## src/rtl/cp_pkg.sv

```systemverilog
package cp_pkg;
  localparam int DATA_W  = 8;
  localparam int POLL_B  = 7;   // data-polling status bit
  localparam int TOG_B   = 6;   // toggling status bit
  localparam int FAULT_B = 5;   // device timing-error bit
  localparam logic [DATA_W-1:0] ERASED = '1;

  typedef enum logic [1:0] {
    CODE_NONE    = 2'd0,
    CODE_STATUS  = 2'd1,
    CODE_VERIFY  = 2'd2,
    CODE_TIMEOUT = 2'd3
  } code_e;

  typedef enum logic [2:0] {
    ST_IDLE, ST_FIRST, ST_SECOND, ST_RCHK_A, ST_RCHK_B, ST_VERIFY
  } state_e;

  typedef enum logic [1:0] {RP_IDLE, RP_REQ, RP_WAIT} rp_state_e;
endpackage

```

## src/rtl/cp_read_port.sv

```systemverilog
module cp_read_port
  import cp_pkg::*;
(
  input  logic              clk,
  input  logic              rst_n,
  input  logic              issue,
  output logic              req_valid,
  input  logic              req_ready,
  output logic              rsp_ready,
  input  logic              rsp_valid,
  output logic              got
);
  rp_state_e st;

  assign req_valid = (st == RP_REQ);
  assign rsp_ready = (st == RP_WAIT);
  assign got       = (st == RP_WAIT) && rsp_valid;

  always_ff @(posedge clk or negedge rst_n) begin
    if (!rst_n) begin
      st <= RP_IDLE;
    end else begin
      case (st)
        RP_IDLE: if (issue) st <= RP_REQ;
        RP_REQ:  if (req_ready) st <= RP_WAIT;
        RP_WAIT: if (rsp_valid) st <= issue ? RP_REQ : RP_IDLE;
        default: st <= RP_IDLE;
      endcase
    end
  end
endmodule

```

## src/rtl/cp_status_eval.sv

```systemverilog
module cp_status_eval
  import cp_pkg::*;
(
  input  logic              op_erase,
  input  logic [DATA_W-1:0] exp_byte,
  input  logic [DATA_W-1:0] cur,
  input  logic              prev_tog,
  input  logic              prev_fault,
  output logic              dp_done,
  output logic              tg_same,
  output logic              cur_fault,
  output logic              pair_fault,
  output logic              verify_ok
);
  logic [DATA_W-1:0] want;

  assign want       = op_erase ? ERASED : exp_byte;
  assign dp_done    = op_erase ? cur[POLL_B] : (cur[POLL_B] == exp_byte[POLL_B]);
  assign tg_same    = (cur[TOG_B] == prev_tog);
  assign cur_fault  = cur[FAULT_B];
  assign pair_fault = cur[FAULT_B] | prev_fault;
  assign verify_ok  = (cur == want);
endmodule

```

## src/rtl/cp_poll_limit.sv

```systemverilog
module cp_poll_limit #(
  parameter int MAX_POLLS = 1024
) (
  input  logic clk,
  input  logic rst_n,
  input  logic clr,
  input  logic inc,
  output logic last
);
  localparam int CW = $clog2(MAX_POLLS + 1);
  localparam logic [CW-1:0] LAST_V = CW'(MAX_POLLS - 1);

  logic [CW-1:0] cnt;

  assign last = (cnt == LAST_V);

  always_ff @(posedge clk or negedge rst_n) begin
    if (!rst_n)   cnt <= '0;
    else if (clr) cnt <= '0;
    else if (inc) cnt <= cnt + 1'b1;
  end
endmodule

```

## src/rtl/cmpl_poller.sv

```systemverilog
module cmpl_poller
  import cp_pkg::*;
#(
  parameter int ADDR_W    = 16,
  parameter int MAX_POLLS = 1024
) (
  input  logic              clk,
  input  logic              rst_n,
  input  logic              start,
  input  logic              op_erase,
  input  logic              use_toggle,
  input  logic [7:0]        exp_byte,
  input  logic [ADDR_W-1:0] tgt_addr,
  output logic              busy,
  output logic              done,
  output logic              success,
  output logic              fail,
  output logic [1:0]        err_code,
  output logic              rst_cmd,
  output logic              rd_req_valid,
  input  logic              rd_req_ready,
  output logic [ADDR_W-1:0] rd_addr,
  input  logic              rd_rsp_valid,
  output logic              rd_rsp_ready,
  input  logic [7:0]        rd_rsp_data
);
  state_e            st, nxt;
  logic              op_q, tog_q;
  logic [7:0]        exp_q;
  logic [ADDR_W-1:0] addr_q;
  logic              prev_tog_q, prev_fault_q;
  logic              done_q, success_q, rst_q;
  code_e             code_q, fin_code;
  logic              issue, got, fin, cnt_clr, cnt_inc, at_last;
  logic              dp_done, tg_same, cur_fault, pair_fault, verify_ok;

  cp_read_port u_port (
    .clk(clk), .rst_n(rst_n), .issue(issue),
    .req_valid(rd_req_valid), .req_ready(rd_req_ready),
    .rsp_ready(rd_rsp_ready), .rsp_valid(rd_rsp_valid), .got(got)
  );

  cp_status_eval u_eval (
    .op_erase(op_q), .exp_byte(exp_q), .cur(rd_rsp_data),
    .prev_tog(prev_tog_q), .prev_fault(prev_fault_q),
    .dp_done(dp_done), .tg_same(tg_same), .cur_fault(cur_fault),
    .pair_fault(pair_fault), .verify_ok(verify_ok)
  );

  cp_poll_limit #(.MAX_POLLS(MAX_POLLS)) u_limit (
    .clk(clk), .rst_n(rst_n), .clr(cnt_clr), .inc(cnt_inc), .last(at_last)
  );

  // one busy check seen: either give up or start the next check
  task automatic busy_check();
    if (at_last) begin
      fin      = 1'b1;
      fin_code = CODE_TIMEOUT;
    end else begin
      cnt_inc = 1'b1;
      issue   = 1'b1;
      nxt     = ST_FIRST;
    end
  endtask

  always_comb begin
    nxt      = st;
    issue    = 1'b0;
    fin      = 1'b0;
    fin_code = CODE_NONE;
    cnt_clr  = 1'b0;
    cnt_inc  = 1'b0;
    case (st)
      ST_IDLE: if (start) begin
        nxt = ST_FIRST; issue = 1'b1; cnt_clr = 1'b1;
      end
      ST_FIRST: if (got) begin
        if (tog_q) begin
          nxt = ST_SECOND; issue = 1'b1;
        end else if (dp_done && !cur_fault) begin
          nxt = ST_VERIFY; issue = 1'b1;
        end else if (cur_fault) begin
          nxt = ST_RCHK_B; issue = 1'b1;
        end else begin
          busy_check();
        end
      end
      ST_SECOND: if (got) begin
        if (tg_same) begin
          nxt = ST_VERIFY; issue = 1'b1;
        end else if (pair_fault) begin
          nxt = ST_RCHK_A; issue = 1'b1;
        end else begin
          busy_check();
        end
      end
      ST_RCHK_A: if (got) begin
        nxt = ST_RCHK_B; issue = 1'b1;
      end
      ST_RCHK_B: if (got) begin
        if (tog_q ? tg_same : dp_done) begin
          nxt = ST_VERIFY; issue = 1'b1;
        end else begin
          fin = 1'b1; fin_code = CODE_STATUS;
        end
      end
      ST_VERIFY: if (got) begin
        fin = 1'b1;
        fin_code = verify_ok ? CODE_NONE : CODE_VERIFY;
      end
      default: nxt = ST_IDLE;
    endcase
    if (fin) nxt = ST_IDLE;
  end

  always_ff @(posedge clk or negedge rst_n) begin
    if (!rst_n) begin
      st           <= ST_IDLE;
      op_q         <= 1'b0;
      tog_q        <= 1'b0;
      exp_q        <= '0;
      addr_q       <= '0;
      prev_tog_q   <= 1'b0;
      prev_fault_q <= 1'b0;
      done_q       <= 1'b0;
      success_q    <= 1'b0;
      rst_q        <= 1'b0;
      code_q       <= CODE_NONE;
    end else begin
      st     <= nxt;
      done_q <= fin;
      rst_q  <= fin && (fin_code != CODE_NONE);
      if (st == ST_IDLE && start) begin
        op_q      <= op_erase;
        tog_q     <= use_toggle;
        exp_q     <= exp_byte;
        addr_q    <= tgt_addr;
        success_q <= 1'b0;
        code_q    <= CODE_NONE;
      end
      if (got) begin
        prev_tog_q   <= rd_rsp_data[TOG_B];
        prev_fault_q <= rd_rsp_data[FAULT_B];
      end
      if (fin) begin
        success_q <= (fin_code == CODE_NONE);
        code_q    <= fin_code;
      end
    end
  end

  assign busy     = (st != ST_IDLE);
  assign done     = done_q;
  assign success  = success_q;
  assign err_code = code_q;
  assign fail     = (code_q != CODE_NONE);
  assign rst_cmd  = rst_q;
  assign rd_addr  = addr_q;
endmodule

```

## config.mk

```make
export PLATFORM = sky130hd
export DESIGN_NAME = cmpl_poller
export DESIGN_NICKNAME = d
export VERILOG_FILES = /design/src/rtl/cp_pkg.sv /design/src/rtl/cp_read_port.sv /design/src/rtl/cp_status_eval.sv /design/src/rtl/cp_poll_limit.sv /design/src/rtl/cmpl_poller.sv
export SDC_FILE = /design/constraint.sdc
export NUM_CORES = 1
export LEC_CHECK = 0
export CORE_MARGIN = 3
export CORE_UTILIZATION = 40
export DETAILED_ROUTE_END_ITERATION = 6
export PLACE_DENSITY = 0.67
export SYNTH_ARGS = -nofsm -noshare
export SYNTH_HDL_FRONTEND = slang
export SYNTH_SLANG_ARGS = --single-unit
```

## constraint.sdc

```tcl
create_clock -name clk -period 2.9 [get_ports clk]
set_input_delay 0.58 -clock clk [delete_from_list [all_inputs] [get_ports clk]]
set_output_delay 0.58 -clock clk [all_outputs]
set_load 0.1 [all_outputs]
```

== Word-level counts from Yosys, hierarchy flattened ==
Index checks and enable logic that the tools add are counted.

* Bits in registers: 49
* Output and inout bits: 25
* Logic and storage cells: 125

* Add/subtract/negate cells: 1
* Equality and inequality tests: 21
* Mux-type cells: 74
* Bitwise operators: 1
* Reduce and logical (&&, ||, !) cells: 15

{| class="wikitable"
|+ Operators by type and width
! cell !! count
|-
| $mux 3 || 13
|-
| $mux 1 || 37
|-
| $mux 2 || 15
|-
| $mux 11 || 2
|-
| $ne 3x3->1 const B || 6
|-
| $pmux 3 s6 || 1
|-
| $add 11x1->11 const B || 1
|-
| $eq 11x10->1 const B || 1
|-
| $eq 8x8->1 || 1
|-
| $mux 8 || 1
|-
| $pmux 2 s4 || 1
|-
| $reduce_bool 2->1 || 4
|-
| $reduce_and 7->1 || 1
|-
| $eq 3x2->1 const B || 2
|-
| $eq 3x3->1 const B || 2
|-
| $pmux 2 s3 || 1
|-
| $pmux 1 s5 || 1
|-
| $logic_and 1x1->1 || 4
|-
| $logic_not 2->1 || 2
|-
| $ne 2x1->1 const B || 2
|-
| $ne 2x2->1 const B || 2
|-
| $pmux 1 s4 || 1
|-
| $eq 3x1->1 const B || 1
|-
| $logic_not 3->1 || 1
|-
| 8 further kinds || 9
|}

== Logic depth before layout (Yosys ltp) ==
* Word-level depth: 10
* Gate-level depth with buffers: 7
* Mapped depth without buffers: 6

== Modules after synthesis ==
From an unflattened synthesis, not the netlist that was laid out.

* Cell total of the unflattened synthesis: 289
* Area total of the unflattened synthesis: 2585.0 sq um

{| class="wikitable"
|+ Modules (own cells, without submodules)
! module !! instances !! cells an instance !! area an instance (sq um)
|-
| cmpl_poller || 1 || 189 || 1685.4
|-
| cp_poll_limit || 1 || 56 || 555.5
|-
| cp_status_eval || 1 || 33 || 222.7
|-
| cp_read_port || 1 || 11 || 121.4
|}

== Least setup slack after synthesis ==
No wires, ideal clock.

* Path kind: flip-flop to flip-flop
* Start: register u_port.st[1]
* End: register u_port.st[0]
* Data arrival time: 2.403 ns
* Required time: 2.784 ns
* Slack: 0.382 ns
* Stages on the path, launching flop included: 6
* Path buffers: 0
* Clock period less this slack: 2.518 ns
* Cell sequence: dfrtp_1 > nor2b_1 > nand2_1 > a311oi_1 > nor2_1 > o311ai_0

* Word-level cells in the longest chain between the ends: 7
* Elaborated cells on any way between the ends: 16

{| class="wikitable"
|+ Ends and longest elaborated chain
! what !! line !! RTL
|-
| start: declaration || cp_read_port.sv:13 || <nowiki>rp_state_e st;</nowiki>
|-
| start signal: assignment || cp_read_port.sv:26 || <nowiki>RP_WAIT: if (rsp_valid) st <= issue ? RP_REQ : RP_IDLE;</nowiki>
|-
| $eq 2x2->1 * || - ||
|-
| via rd_rsp_ready || cmpl_poller.sv:24 || <nowiki>output logic rd_rsp_ready,</nowiki>
|-
| $logic_and 1x1->1 || cp_read_port.sv:17 || <nowiki>assign got = (st == RP_WAIT) && rsp_valid;</nowiki>
|-
| $mux 1 (on tied branches) || - ||
|-
| $pmux 1 s5 || cmpl_poller.sv:73 || <nowiki>case (st)</nowiki>
|-
| $mux 1 || cp_read_port.sv:26 ||
|-
| $mux 2 || cp_read_port.sv:26 ||
|-
| $pmux 2 s3 || cp_read_port.sv:23 || <nowiki>case (st)</nowiki>
|}

The timed path passes the listed nets; every way through them passes the cells marked *. The select of a mux whose other input is x is not followed.
A chain may end at the register's enable or synchronous reset.

== Final worst setup path ==
* Start: input rd_rsp_data[7]
* End: register u_limit.cnt[8]

* Word-level cells in the longest chain between the ends: 8

{| class="wikitable"
|+ Ends and longest elaborated chain
! what !! line !! RTL
|-
| start: declaration || cmpl_poller.sv:25 || <nowiki>input logic [7:0] rd_rsp_data</nowiki>
|-
| $eq 1x1->1 || cp_status_eval.sv:18 || <nowiki>assign dp_done = op_erase ? cur[POLL_B] : (cur[POLL_B] == exp_byte[POLL_B]);</nowiki>
|-
| $mux 1 * || cp_status_eval.sv:18 ||
|-
| $logic_and 1x1->1 * || cmpl_poller.sv:80 || <nowiki>end else if (dp_done && !cur_fault) begin</nowiki>
|-
| $mux 1 * || cmpl_poller.sv:80 ||
|-
| $mux 1 * || cmpl_poller.sv:78 || <nowiki>if (tog_q) begin</nowiki>
|-
| $mux 1 * || cmpl_poller.sv:77 || <nowiki>ST_FIRST: if (got) begin</nowiki>
|-
| $pmux 1 s2 * || cmpl_poller.sv:73 ||
|-
| $reduce_bool 2->1 (no source line) * || - ||
|-
| end signal: assignment || cp_poll_limit.sv:20 || <nowiki>else if (inc) cnt <= cnt + 1'b1;</nowiki>
|-
| end: declaration || cp_poll_limit.sv:13 || <nowiki>logic [CW-1:0] cnt;</nowiki>
|}

Mark *: on every way between the ends. The rest lies on a longest branch, timed or not.

==> key figures <==
Place
  • Placed insts: around 450
  • Gp weighted congestion: 0.872
  • Place WS: -12.7 ps
  • Port bufs: 63
  • HPWL after DPL: 4.48 mm

Worst setup path
  • WP data required: 3140 ps
  • Critical path class: in2reg
  • Worst-path cell chain: clkdlybuf4s50_1, o21a_1, or4b_1, a211o_1, or3_1, a21oi_1
  • Setup crit end kind: flop
  • Slowest CP cell: or4b_1
  • Critical path launch point type: input pin
  • Max incr delay on CP: between 600 and 700 ps
  • Worst path arrival time: 2820 ps
  • Critical path fanouts, max: 6
  • Buf+Inv Stages, Crit Path: 1
  • Cell family with most CP delay: simple AND/OR/NAND/NOR gates

Global routing
  • Global Route Usage Sum: 17.7%
  • First-pass GRT wire length: 10.6 mm
  • Vias in the first global route: 2,279
  • Grt total ovfl: 0
  • Largest net degree at the start of global routing: 50
  • Initial antenna violation count: 0

Route
  • M1 WL: 3.03 mm
  • Residual DRC count: 0
  • Met3 wire len: 407 um
  • Drt wl/cell: 13.7 um
  • Drt first pass iters: 4
  • DRT antenna net count: 0
  • DR WL met2: approximately 2.7 mm
  • Vias: 2,361
  • WL final: ~6.2 mm
  • DR top layer: met4
  • DR vias/cell: 5.19
  • DR iter-0 viols: 162

CTS
  • Hold buffers post-CTS: 0
  • Num CTS Buffers: 5
  • Clk root buf: clkbuf_8
  • Longest Clk Path Bufs: 2
  • Post CTS Setup Buffer Count: 0
  • Clock Latency Late Sink: about 310 ps
  • Clock transition at path regs: 90 ps
  • # H-tree levels: 2
  • Cts repair resizes: 0
  • TritonCTS clock tree: done
  • Sink Count: 49

Floorplan
  • Initial Util: 42.3%
  • Die W: 86.3 um
  • Core ar.: 0.00610 mm2
  • Die Ht: 86.3 um
  • Die footprint: between 0.007 and 0.008 mm2
  • Top Ports: 64
  • Row count: 28

Yosys
  • EDFF count, synth: 0
  • Post-Syn Area: ~0.0026 mm2
  • Post-synth top cells: nand2_1, dfrtp_1, nor2_1
  • Largest cells by area after synthesis: dfrtp_1, nand2_1, nor2_1
  • Cell variety after synth: 47
  • Syn nets: around 340
  • Synthesized instance count: about 300
  • Flops & latches, synth: 49
  • Mean post-synth cell area: 8.51 um2
  • Yosys warnings: 0
  • Largest area contributor in the netlist: dfrtp_1
  • Synth top area share: 47.5%
  • Register area share after synthesis: 47.5%
  • Most common cell in the synthesized netlist: nand2_1
  • Ys async rst share: 100%
  • Synth Flop Type: dfrtp_1

Flow run
  • Maxcap violations: 0

STA
  • Slew Limit Fails: 0
  • Achievable Freq: slightly below 0.4 GHz
  • Skew final: approximately 5.3 ps
  • Worst-Margin Slew: 785 ps
  • Final Hold Viols: 0
  • RSZ-0062 raised after global routing: no
  • Setup WS post-layout: 318 ps
  • Fin crit period: about 2600 ps
  • Tcrit/Tclk final: 89.0%
  • Setup violations, final: 0
  • Slew headroom: between 40% and 50%

Final layout
  • Fraction of layout cells with a size suffix above 1: 16.3%
  • Layout area overhead: 32.9%
  • Nets: between 400 and 500
  • Antenna Cells: 0
  • Fin util: between 50% and 60%
  • Fill cells: 566
  • Finished Layout Cells: roughly 460

Power
  • PD cells: 1080 mW/mm2
  • Max VDD drop: 0.000975 V
  • P_leak: 1.57 nW

Status
  • Status: completed

Hold path
  • Worst min-delay path class: in2async
==> power by group <==
part | internal (mW) | switching, mW
clock network | 0.194 | 0.241
registers | 0.904 | 0.201
logic | 0.566 | 1.58
total | 1.66 | 2.02
==> final cells by class <==
type | count | area (um2) | share of cell area, %
Tap cell | 75 | 93.8 | 2.74
Sequential cell | 49 | 1230 | 35.8
Inverter | 4 | 15.0 | 0.438
Clock buffer | 6 | 82.6 | 2.41
Clock inverter | 2 | 13.8 | 0.402
Timing Repair Buffer | 83 | 713 | 20.8
Multi-Input combinational cell | 236 | 1280 | 37.4
==> per-stage QoR <==
| step | setup TNS, ps | hold WS [ps] | power, mW | area, um2 |
|---|---|---|---|---|
| 4_1_cts | 0 | 386 | 3.71 | 3430 |
| 2_1_floorplan | 0 | 284 | 2.71 | 2580 |
| 3_3_place_gp | 0 | 460 | 3.24 | 3330 |
| 5_1_grt | 0 | 427 | 3.90 | 3430 |
| 3_5_place_dp | -12.7 | 466 | 3.26 | 3330 |
| 6_report | 0 | 362 | 3.69 | 3430 |
==> routing by layer <==
layer  track usage (%)  vias to the layer above
met5                 0                        -
met3              4.37                        6
met2              27.5                       68
li1                  -                     1204
met4              4.82                        0
met1              24.6                     1083
==> sequential cells by signal (all words and copies together), names as in the netlist <==
register,count
exp_q,8
done,1
prev_fault_q,1
prev_tog_q,1
rst_cmd,1
u_limit.cnt,11
u_port.st,2
rd_addr,16
tog_q,1
success,1
err_code,2
st,3
op_q,1
==> placed cells by master, fill, tap and decap left out, drive strengths merged, types with 2 or more instances in the layout <==
master / synthesis / routed
nand4b: 3 / 3
nand3: 4 / 4
nand2: 99 / 99
a221oi: 3 / 3
a31oi: 2 / 2
nand4: 5 / 5
mux2i: 2 / 2
a211oi: 4 / 4
a2111oi: 2 / 2
o31ai: 4 / 4
a21oi: 12 / 12
buf: 2 / 46
or2: 5 / 5
xnor2: 8 / 8
o21ai: 10 / 10
nor4b: 2 / 2
nor2b: 3 / 3
or3: 4 / 4
a311oi: 2 / 2
or4b: 2 / 2
nor3: 8 / 8
inv: 4 / 4
clkdlybuf4s50: 0 / 37
dfrtp: 49 / 49
xor2: 3 / 3
clkinv: 0 / 2
nor2: 19 / 19
nand2b: 5 / 5
o22ai: 3 / 3
clkbuf: 12 / 6
nor4: 7 / 7
==> worst paths after layout <==
kind,startpoint,endpoint,slack (ps),cells after the start
setup / recovery,rd_rsp_data[7],u_limit.cnt[8]$_DFFE_PN0P_,320,6
hold / removal,rst_n,u_limit.cnt[7]$_DFFE_PN0P_,360,2
setup reg to reg,exp_q[7]$_DFFE_PN0P_,u_limit.cnt[8]$_DFFE_PN0P_,570,5
hold reg to reg,rd_addr[1]$_DFFE_PN0P_,rd_addr[1]$_DFFE_PN0P_,480,2
max in group asynchronous,rst_n,rd_addr[11]$_DFFE_PN0P_,2130,2
min in group clk,rd_addr[1]$_DFFE_PN0P_,rd_addr[1]$_DFFE_PN0P_,480,2
==> cells by family (layout without fill, tap and decap cells) <==
kind of cell	after synthesis	in the layout	synth area share [%]
fa+ha+maj	1	1	0.485
xor+xnor	11	11	3.74
flops	49	49	47.5
compound gates	50	50	13.7
mux	2	2	0.776
simple gates	172	172	30.8
buf+inv	18	95	2.96
Note: power is estimated with default switching activity, not from simulation.
